`config.mk`:
```
export PLATFORM = sky130hd
export DESIGN_NAME = instr_ctrl_decode
export DESIGN_NICKNAME = d
export VERILOG_FILES = /design/src/rtl/instr_ctrl_decode.sv
export SDC_FILE = /design/constraint.sdc
export NUM_CORES = 1
export LEC_CHECK = 0
export BUFFER_PORTS_ARGS = -buffer_cell sky130_fd_sc_hd__buf_2
export CORE_MARGIN = 4
export CORE_UTILIZATION = 39
export DETAILED_ROUTE_END_ITERATION = 8
export GPL_TIMING_DRIVEN = 0
export PLACE_DENSITY = 0.91
export SLEW_MARGIN = 10
export SYNTH_ARGS = -nofsm -noshare
export SYNTH_HDL_FRONTEND = slang
export SYNTH_SLANG_ARGS = --single-unit
```
`constraint.sdc`:
```
create_clock -name vclk -period 2.8
set_input_delay 0 -clock vclk [all_inputs]
set_output_delay 0 -clock vclk [all_outputs]
set_load 0.05 [all_outputs]
```
`src/rtl/instr_ctrl_decode.sv`:
```
module instr_ctrl_decode #(
  parameter int XLEN = 32
) (
  input  logic [31:0]     instr_i,
  output logic [4:0]      src_a_idx,
  output logic [4:0]      src_b_idx,
  output logic [4:0]      dst_idx,
  output logic [4:0]      shamt_o,
  output logic [XLEN-1:0] imm_ext,
  output logic [3:0]      alu_op,
  output logic            reg_we,
  output logic            dst_sel_rd,
  output logic            alu_src_imm,
  output logic            mem_rd,
  output logic            mem_wr,
  output logic            br_eq,
  output logic            br_ne,
  output logic            jmp,
  output logic            jmp_reg,
  output logic            illegal
);

  localparam int IMMW = 16;
  localparam int EXTW = XLEN - IMMW;

  localparam logic [5:0] OP_REG   = 6'b000000;
  localparam logic [5:0] OP_J     = 6'b000010;
  localparam logic [5:0] OP_BEQ   = 6'b000100;
  localparam logic [5:0] OP_BNE   = 6'b000101;
  localparam logic [5:0] OP_ADDI  = 6'b001000;
  localparam logic [5:0] OP_SLTI  = 6'b001010;
  localparam logic [5:0] OP_SLTIU = 6'b001011;
  localparam logic [5:0] OP_ANDI  = 6'b001100;
  localparam logic [5:0] OP_ORI   = 6'b001101;
  localparam logic [5:0] OP_LW    = 6'b100011;
  localparam logic [5:0] OP_SW    = 6'b101011;

  localparam logic [5:0] FN_SLL  = 6'b000000;
  localparam logic [5:0] FN_SRL  = 6'b000010;
  localparam logic [5:0] FN_JR   = 6'b001000;
  localparam logic [5:0] FN_ADD  = 6'b100000;
  localparam logic [5:0] FN_SUB  = 6'b100010;
  localparam logic [5:0] FN_AND  = 6'b100100;
  localparam logic [5:0] FN_OR   = 6'b100101;
  localparam logic [5:0] FN_XOR  = 6'b100110;
  localparam logic [5:0] FN_NOR  = 6'b100111;
  localparam logic [5:0] FN_SLT  = 6'b101010;
  localparam logic [5:0] FN_SLTU = 6'b101011;

  localparam logic [3:0] A_ADD  = 4'd0;
  localparam logic [3:0] A_SUB  = 4'd1;
  localparam logic [3:0] A_AND  = 4'd2;
  localparam logic [3:0] A_OR   = 4'd3;
  localparam logic [3:0] A_XOR  = 4'd4;
  localparam logic [3:0] A_NOR  = 4'd5;
  localparam logic [3:0] A_SLT  = 4'd6;
  localparam logic [3:0] A_SLTU = 4'd7;
  localparam logic [3:0] A_SLL  = 4'd8;
  localparam logic [3:0] A_SRL  = 4'd9;

  logic [5:0]      opc;
  logic [5:0]      fn;
  logic [IMMW-1:0] imm;
  logic            zext;

  assign opc       = instr_i[31:26];
  assign fn        = instr_i[5:0];
  assign imm       = instr_i[15:0];
  assign src_a_idx = instr_i[25:21];
  assign src_b_idx = instr_i[20:16];
  assign shamt_o   = instr_i[10:6];
  assign dst_idx   = dst_sel_rd ? instr_i[15:11] : instr_i[20:16];
  assign imm_ext   = zext ? {{EXTW{1'b0}}, imm} : {{EXTW{imm[IMMW-1]}}, imm};

  always_comb begin
    alu_op      = A_ADD;
    reg_we      = 1'b0;
    dst_sel_rd  = 1'b0;
    alu_src_imm = 1'b0;
    mem_rd      = 1'b0;
    mem_wr      = 1'b0;
    br_eq       = 1'b0;
    br_ne       = 1'b0;
    jmp         = 1'b0;
    jmp_reg     = 1'b0;
    zext        = 1'b0;
    illegal     = 1'b0;
    case (opc)
      OP_REG: begin
        reg_we     = 1'b1;
        dst_sel_rd = 1'b1;
        case (fn)
          FN_ADD:  alu_op = A_ADD;
          FN_SUB:  alu_op = A_SUB;
          FN_AND:  alu_op = A_AND;
          FN_OR:   alu_op = A_OR;
          FN_XOR:  alu_op = A_XOR;
          FN_NOR:  alu_op = A_NOR;
          FN_SLT:  alu_op = A_SLT;
          FN_SLTU: alu_op = A_SLTU;
          FN_SLL:  alu_op = A_SLL;
          FN_SRL:  alu_op = A_SRL;
          FN_JR: begin
            reg_we     = 1'b0;
            dst_sel_rd = 1'b0;
            jmp_reg    = 1'b1;
          end
          default: begin
            reg_we     = 1'b0;
            dst_sel_rd = 1'b0;
            illegal    = 1'b1;
          end
        endcase
      end
      OP_ADDI:  begin reg_we = 1'b1; alu_src_imm = 1'b1; alu_op = A_ADD; end
      OP_SLTI:  begin reg_we = 1'b1; alu_src_imm = 1'b1; alu_op = A_SLT; end
      OP_SLTIU: begin reg_we = 1'b1; alu_src_imm = 1'b1; alu_op = A_SLTU; end
      OP_ANDI:  begin reg_we = 1'b1; alu_src_imm = 1'b1; alu_op = A_AND; zext = 1'b1; end
      OP_ORI:   begin reg_we = 1'b1; alu_src_imm = 1'b1; alu_op = A_OR;  zext = 1'b1; end
      OP_LW:    begin reg_we = 1'b1; alu_src_imm = 1'b1; mem_rd = 1'b1; end
      OP_SW:    begin alu_src_imm = 1'b1; mem_wr = 1'b1; end
      OP_BEQ:   begin alu_op = A_SUB; br_eq = 1'b1; end
      OP_BNE:   begin alu_op = A_SUB; br_ne = 1'b1; end
      OP_J:     jmp = 1'b1;
      default:  illegal = 1'b1;
    endcase
  end

  always_comb begin

    flow_onehot_chk: assert ($onehot0({mem_rd, mem_wr, br_eq, br_ne, jmp, jmp_reg}));

    illegal_quiet_chk: assert (!illegal || !(reg_we || mem_wr || mem_rd || jmp || jmp_reg || br_eq || br_ne));

    store_nowrite_chk: assert (!mem_wr || (!reg_we && alu_src_imm));

    rd_dest_chk: assert (!dst_sel_rd || (reg_we && !alu_src_imm && dst_idx == instr_i[15:11]));

    branch_reg_chk: assert (!(br_eq || br_ne) || (!reg_we && !alu_src_imm && alu_op == A_SUB));

    zext_upper_chk: assert (!(opc == OP_ANDI || opc == OP_ORI) || imm_ext[XLEN-1:IMMW] == '0);
  end

endmodule

```
==> results of run 1 <==
-- kinds of logic (layout without fill, tap and decap cells) --
family          count (synthesis)  count (layout)  share of synthesized area (%)
mux                             5               5                           8.67
buf+inv                        51             136                           43.9
simple gates                   46              46                           36.1
compound gates                 15              15                           10.3
xor+xnor                        1               1                           1.01
-- power by group through the flow --
| stage | logic [uW] | clock network, uW | registers (uW) |
|---|---|---|---|
| after floorplan | 265 | 0 | 0 |
| after detailed placement | 335 | 0 | 0 |
| final | 333 | 0 | 0 |
| after global routing | 352 | 0 | 0 |
| after global placement | 332 | 0 | 0 |
| after CTS | 335 | 0 | 0 |
-- stage by stage --
| step | total power [uW] | hold WS, ns |
|---|---|---|
| finish | 333 | 0.302 |
| floorplan | 265 | 0.167 |
| detailed placement | 335 | 0.303 |
| global route | 352 | 0.307 |
| CTS | 335 | 0.303 |
| global placement | 332 | 0.302 |
-- cell usage after synthesis, types with 2 or more instances --
| cell type | n |
|---|---|
| a21oi_1 | 4 |
| and2_1 | 2 |
| buf_4 | 46 |
| buf_6 | 2 |
| clkbuf_1 | 2 |
| mux2_4 | 5 |
| nand2_1 | 7 |
| nand2b_1 | 3 |
| nand3_1 | 4 |
| nor2_1 | 7 |
| nor2b_1 | 3 |
| nor3_1 | 4 |
| nor3b_1 | 4 |
| o211ai_1 | 2 |
| o21ai_0 | 2 |
| o21ai_1 | 3 |
| o22ai_1 | 2 |
-- worst max-delay path, cell delays in order --
cell and delay [ns]:
buf_2 0.14, nor3_1 0.43, nor3_4 0.12, nor2_8 0.17, mux2_4 0.31, buf_2 0.21
-- cell type report --
class / instances / area (um^2)
fill: 203 / 717
timing repair buffer: 85 / 425
buffer: 51 / 380
tap: 27 / 33.8
multi-input combinational: 67 / 485
-- path summary, 6_finish.rpt --
kind	depth (start not counted)	start	endpoint
worst max-delay path	6	instr_i[2]	dst_idx[1]
worst min-delay path	2	instr_i[8]	imm_ext[8]
-- layer usage --
| metal | GRT usage [%] | vias up | share of wire (%) | wire (um) |
|---|---|---|---|---|
| met3 | 1.88 | 0 | 16 | 397 |
| li1 | - | 530 | - | - |
| met1 | 17.2 | 431 | 36 | 882 |
| met2 | 27.4 | 65 | 48 | 1180 |
| met4 | 0 | 0 | 0 | 0 |
| met5 | 0 | - | 0 | 0 |
==> reports/results.ini, run 1 <==
[status]
outcome=complete, no violations

[cts]
post_cts_resized=0
postCtsSetupRepairBufs=0
cts_hold_buf=0

[cells_and_area]
finalNonFillerCells=230
diodes=0
seq_area_um2=0
mostFrequentLayoutCells=buf_2, buf_4, nand2_1, nor2_1, mux2_4
seq_cells=0
post-route-util_pct=64.9
nets=237
design_area_um2=1330
syn_to_final_growth_pct=53.0
clkbuf_count=0
drive_above_1_share_pct=71.9
final_common_cell=buf_2

[timing]
timing.final.crit_share_pct=49.6
maxSlewViolCount=0
max_slew_margin_pct=67.5
fin_tns_setup_ns=0
fin_ws_ns=1.41
setup_viol=0
max_freq_mhz=720
finalCriticalPeriod_ns=1.39
rsz0062_at_grt=no
worst_slew_pin_slew_ns=0.484
hold_violations=0

[setup_path]
worstPathMaxFanout=8
start_kind=input port
path_class=input port to output pin
required_ns=2.80
cp_data_arrival_time_ns=1.39
cp-end-kind=output pin

[placement]
pre_cts_slack_ns=1.40
dpl-instance-area_um2=1330
port_buffers=85
dp_cells=230
gp_congestion=0.755
dp_hpwl_mm=2.23

[yosys]
synthTopCellsByArea=buf_4, mux2_4, nor3b_1
synth_largest_area_cell=buf_4
ys_warn_count=0
synth_top_area_share_pct=39.9
syn-cell-area_um2=866
ys_seq_area_share_pct=0
synth_fp_nets=150
syn_inst=118
syn_avg_cell_area_um2=7.34
synth_cell_types=33

[detailed_routing]
wl_mm=2.46
drc=0
via_per_inst=4.46
drtIter0Drc=6
routedWlPerCell_um=10.7
first_pass_iters=3
ant_nets=0
vias=1026

[global_route]
grt_pass1_wl_mm=3.39
grtUsageTotal_pct=14.1
grt_pass1_vias=858
grt_max_degree=17
grt-ovfl-total=0
antenna_found_initial=0

[floorplan]
initial_core_util_pct=42.4
dieArea_um2=3040
fp.dieW_um=55.1
die_y_um=55.1
ios=98
coreArea_um2=2040
fp-row-count=16

[power_and_ir_drop]
switchingPower_uw=228
p_sw_share_pct=68.4
p_leak_uw=0.000766
ir_drop_v=0.000167
p_clk_share_pct=0
powerDensity_nw_per_um2=251
p_int_uw=105
p_comb_share_pct=100.0
power_frac_seq_pct=0

[run]
max_cap_violations=0

[hold_path]
hp-class=input port to output pin

(Power assumes the default switching activity.)
==> run 2: changes to the inputs <==
CORE_UTILIZATION = 32   (was 39)
PLACE_DENSITY = 0.8   (was 0.91)
clock period = 1.27 ns   (was 2.8 ns; I/O delays follow)
==> run 2 against run 1 <==
  * First-iteration DRC count grew to 5.5 times the previous value
  * Final cell count up 2.6%
  * Sequential share of layout area stayed put
  * Combinational power up 130%
  * Core utilization shrank 6.4 points
  * Critical path depth unchanged
  * Global-route usage shrank 2.1 points
  * Critical path type unchanged
  * Largest power group unchanged
  * Highest routed layer unchanged
==> reports/results.ini, run 2 (synthesized netlist as in run 1, its figures left out) <==
[cells_and_area]
mostFrequentLayoutCells=buf_2, buf_4, buf_6, nand2_1, nor2_1  ; was buf_2, buf_4, nand2_1, nor2_1, mux2_4
design_area_um2=1480  ; was 1330 um^2
drive_above_1_share_pct=79.6  ; was 71.9%
syn_to_final_growth_pct=70.4  ; was 53.0%
seq_cells=0  ; unchanged
nets=240  ; was 237
final_common_cell=buf_2  ; unchanged
clkbuf_count=0  ; unchanged
seq_area_um2=0  ; unchanged
diodes=0  ; unchanged

[cts]
cts_hold_buf=0  ; unchanged

[hold_path]
holdCritStartpoint=instr_i[6]  ; was instr_i[8]
hp-class=input port to output pin  ; unchanged
holdPathStages=2  ; unchanged
whs_endpoint=imm_ext[6]  ; was imm_ext[8]

[timing]
rsz0062_at_grt=yes  ; was no
whs_ns=0.303  ; was 0.302 ns
timing.final.crit_share_pct=96.2
max_slew_margin_pct=76.0  ; was 67.5%
fin_ws_ns=0.0486  ; was 1.41 ns
maxSlewViolCount=0  ; unchanged
finalCriticalPeriod_ns=1.22
hold_violations=0  ; unchanged
setup_viol=0  ; unchanged
worst_slew_pin_slew_ns=0.355  ; was 0.484 ns
max_freq_mhz=819

[floorplan]
die_y_um=60.0  ; was 55.1 um
fp-row-count=18  ; was 16
ios=98  ; unchanged
initial_core_util_pct=34.3  ; was 42.4%
dieArea_um2=3600  ; was 3040 um^2
coreArea_um2=2520  ; was 2040 um^2
fp.dieW_um=60.0  ; was 55.1 um

[run]
max_cap_violations=0  ; unchanged

[power_and_ir_drop]
ir_drop_v=0.000373  ; was 0.000167 V
power_uw=775  ; was 333 uW
p_leak_uw=0.000820  ; was 0.000766 uW
powerDensity_nw_per_um2=525  ; was 251 nW/um^2

[placement]
dpl-instance-area_um2=1380  ; was 1330 um^2
pre_cts_slack_ns=-0.130  ; was 1.40 ns
dp_hpwl_mm=2.17  ; was 2.23 mm
gp_congestion=0.762  ; was 0.755
port_buffers=85  ; unchanged

[setup_path]
critPathSlowestCell=mux2_4  ; was nor3_1
worstPathMaxFanout=7  ; was 8
required_ns=1.27  ; was 2.80 ns
crit_path_cell_trace=buf_2 -> and3b_2 -> nor3_4 -> nor2_8 -> mux2_4 -> buf_8  ; was buf_2 -> nor3_1 -> nor3_4 -> nor2_8 -> mux2_4 -> buf_2
cp_data_arrival_time_ns=1.22  ; was 1.39 ns
cp-end-kind=output pin  ; unchanged
path_class=input port to output pin  ; unchanged
cp_top_family=simple AND/OR/NAND/NOR gates  ; unchanged
critPathMaxStageDelay_ns=0.31  ; was 0.43 ns
start_kind=input port  ; unchanged
critical_path_buf_inv_count=2  ; unchanged

[global_route]
grt_max_degree=17  ; unchanged
antenna_found_initial=0  ; unchanged
grt_pass1_vias=923  ; was 858
grtUsageTotal_pct=12.0  ; was 14.1%
grt-ovfl-total=0  ; unchanged
grt_pass1_wl_mm=3.58  ; was 3.39 mm

[detailed_routing]
drc=0  ; unchanged
first_pass_iters=4  ; was 3
vias=1063  ; was 1026
routedWlPerCell_um=11.0  ; was 10.7 um
via_per_inst=4.50  ; was 4.46
ant_nets=0  ; unchanged
wl_mm=2.60  ; was 2.46 mm
drtIter0Drc=33  ; was 6

[status]
outcome=complete, no violations  ; unchanged

[run 2: cell count changes in the layout (fill, tap and decap cells not counted), sizes merged]
cell | previous run | this run
buf | 134 | 136
clkbuf | 2 | 3
[run 2: metrics by stage]
step | util [%] | TNS [ns] | cells
2_1_floorplan | - | -0.165 | 118
3_3_place_gp | 54.8 | -2.22 | 233
3_5_place_dp | 54.8 | -2.51 | 233
4_1_cts | 56.4 | 0 | 236
5_1_grt | 58.5 | -0.0500 | 236
6_report | 58.5 | 0 | 236
[run 2: report_power, final]
group | total (uW) | switching (uW) | internal, uW
clock | 0 | 0 | 0
sequential | 0 | 0 | 0
combinational | 775 | 515 | 260
total | 775 | 515 | 260
[run 2: layer usage]
| layer | global-route usage, % | vias to the layer above | part of all wire (%) |
|---|---|---|---|
| met3 | 2.81 | 0 | 18 |
| met1 | 15.2 | 449 | 35 |
| met2 | 21.6 | 73 | 47 |
| met5 | 0 | - | 0 |
| li1 | - | 541 | - |
| met4 | 0 | 0 | 0 |
[run 2: final cells by class]
class / instances / area, um^2
plain buffers: 51 / 383
multi-input cells: 67 / 553
well taps: 30 / 37.5
repair buffers: 88 / 502
fillers: 233 / 1050
[run 2: repair_timing]
action                                  CTS  global route
pin swaps                                 4             3
endpoints found under the setup margin   22            26
buffers inserted                          3             0
resized for setup                         7            17
[run 2: how the worst max path moves through the flow]
stage / startpoint / slack (ns) / cells past startpoint / end
floorplan: instr_i[26] / -0.09 / 3 / mem_wr
global placement: instr_i[2] / -0.13 / 6 / dst_idx[1]
detailed placement: instr_i[29] / -0.13 / 6 / imm_ext[18]
CTS: instr_i[5] / 0.003 / 6 / dst_idx[0]
global route: instr_i[4] / -0.02 / 6 / dst_idx[0]
finish: instr_i[5] / 0.05 / 6 / dst_idx[0]
==> run 3: changes to the inputs <==
==> constraint.sdc (replaced) <==
create_clock -name vclk -period 1.27
set_input_delay 0 -clock vclk [all_inputs]
set_output_delay 0 -clock vclk [all_outputs]
set_load 0.01 [all_outputs]
==> run 3 against run 2 <==
  * Maximum frequency shrank 1.2%
  * Worst setup slack lost 0.015 ns
  * Die area is the same
  * Global-route usage shrank 0.53 points
  * Clock-buffer cell count is the same
  * Sequential cell count is the same
  * Final cell count is the same
  * Highest routed layer unchanged
  * Cell area shrank 4.7%
  * First-iteration DRC count shrank 24%
  * Critical endpoint is now dst_idx[2]
  * Worst hold slack lost 0.12 ns
  * Non-clock buffer count is the same
  * Via count shrank 0.94%
==> reports/results.ini, run 3 (synthesized netlist as in run 1, its figures left out) <==
[status]
outcome=complete, no violations  ; unchanged

[placement]
dp_hpwl_mm=2.08  ; was 2.17 mm
gp_congestion=0.778  ; was 0.762
pre_cts_slack_ns=-0.0534  ; was -0.130 ns
port_buffers=85  ; unchanged
dp_cells=233  ; unchanged

[power_and_ir_drop]
p_leak_uw=0.000800  ; was 0.000820 uW
ir_drop_v=0.000188  ; was 0.000373 V
power_uw=448  ; was 775 uW
powerDensity_nw_per_um2=319  ; was 525 nW/um^2

[timing]
maxSlewViolCount=0  ; unchanged
setup_viol=0  ; unchanged
whs_ns=0.184  ; was 0.303 ns
hold_violations=0  ; unchanged
max_slew_margin_pct=76.3  ; was 76.0%
rsz0062_at_grt=no  ; was yes
fin_ws_ns=0.0337  ; was 0.0486 ns
finalCriticalPeriod_ns=1.24  ; was 1.22 ns
worst_slew_pin_slew_ns=0.355  ; about the same
max_freq_mhz=809  ; was 819 MHz
timing.final.crit_share_pct=97.3  ; was 96.2%
fin_tns_setup_ns=0  ; unchanged

[floorplan]
coreArea_um2=2520  ; unchanged
die_y_um=60.0  ; unchanged
dieArea_um2=3600  ; unchanged
fp-row-count=18  ; unchanged
fp.dieW_um=60.0  ; unchanged
initial_core_util_pct=34.3  ; unchanged
ios=98  ; unchanged

[global_route]
grt_pass1_vias=864  ; was 923
grtUsageTotal_pct=11.4  ; was 12.0%
grt_pass1_wl_mm=3.47  ; was 3.58 mm
antenna_found_initial=0  ; unchanged
grt-ovfl-total=0  ; unchanged
grt_max_degree=17  ; unchanged

[cells_and_area]
syn_to_final_growth_pct=62.3  ; was 70.4%
mostFrequentLayoutCells=buf_2, buf_4, buf_6, nand2_1, nor2_1  ; unchanged
seq_cells=0  ; unchanged
diodes=0  ; unchanged
drive_above_1_share_pct=74.3  ; was 79.6%
clkbuf_count=0  ; unchanged
final_common_cell=buf_2  ; unchanged
seq_area_um2=0  ; unchanged
multi_input_area_um2=500  ; was 553 um^2
fill_cells=247  ; was 233
finalNonFillerCells=236  ; unchanged
nets=240  ; unchanged

[run]
max_cap_violations=0  ; unchanged

[detailed_routing]
drc=0  ; unchanged
via_per_inst=4.46  ; was 4.50
wl_mm=2.49  ; was 2.60 mm
first_pass_iters=4  ; unchanged
ant_nets=0  ; unchanged
vias=1053  ; was 1063
routedWlPerCell_um=10.5  ; was 11.0 um
drtIter0Drc=25  ; was 33

[setup_path]
worstPathMaxFanout=6  ; was 7
required_ns=1.27  ; about the same
path_class=input port to output pin  ; unchanged
cp-end-kind=output pin  ; unchanged
cp_data_arrival_time_ns=1.24  ; was 1.22 ns
start_kind=input port  ; unchanged

[hold_path]
hp-class=input port to output pin  ; unchanged

[cts]
cts_hold_buf=0  ; unchanged

==> run 3: worst max-delay path, stage by stage <==
cell and delay (ns):
buf_6 0.11, nor4_4 0.35, nand2_4 0.13, nor2_8 0.20, mux2_4 0.32, buf_6 0.12
==> run 3: path summary, 6_finish.rpt <==
check,startpoint,endpoint,slack (ns),depth (start not counted)
worst max-delay path,instr_i[29],dst_idx[2],0.03,6
worst min-delay path,instr_i[24],src_a_idx[3],0.18,2
==> run 3: final cells by class <==
cell class,instances,share of cell area (%)
Multi-Input combinational cell,67,35.6
Buffer,51,27.2
Timing Repair Buffer,88,34.6
Tap cell,30,2.67
==> run 3: timing repair <==
action / in CTS / in global routing
setup buffers: 0 / 3
gates resized for setup: 2 / 10
endpoints found under the setup margin: 20 / 21
pin swaps: 2 / 3
cloned: 0 / 0
endpoints found under the hold margin: 0 / 0
==> run 3: routing by layer <==
layer / wire length [um] / up-vias / GRT usage, %
li1: - / 538 / -
met1: 1020 / 443 / 16.2
met2: 1090 / 72 / 19.3
met3: 371 / 0 / 1.73
met4: 0 / 0 / 0
met5: 0 / - / 0
==> run 3: metrics by stage <==
step                      cell area [um^2]  utilization [%]
after global placement                1330             52.7
final                                 1410             55.7
after CTS                             1340             52.9
after detailed placement              1330             52.7
after floorplan                        866                -
after global routing                  1410             55.7
==> run 3: where the power goes <==
part | leakage, uW | total, uW | internal, uW | switching (uW)
combinational | 0.000800 | 448 | 245 | 203
clock | 0 | 0 | 0 | 0
sequential | 0 | 0 | 0 | 0
total | 0.000800 | 448 | 245 | 203
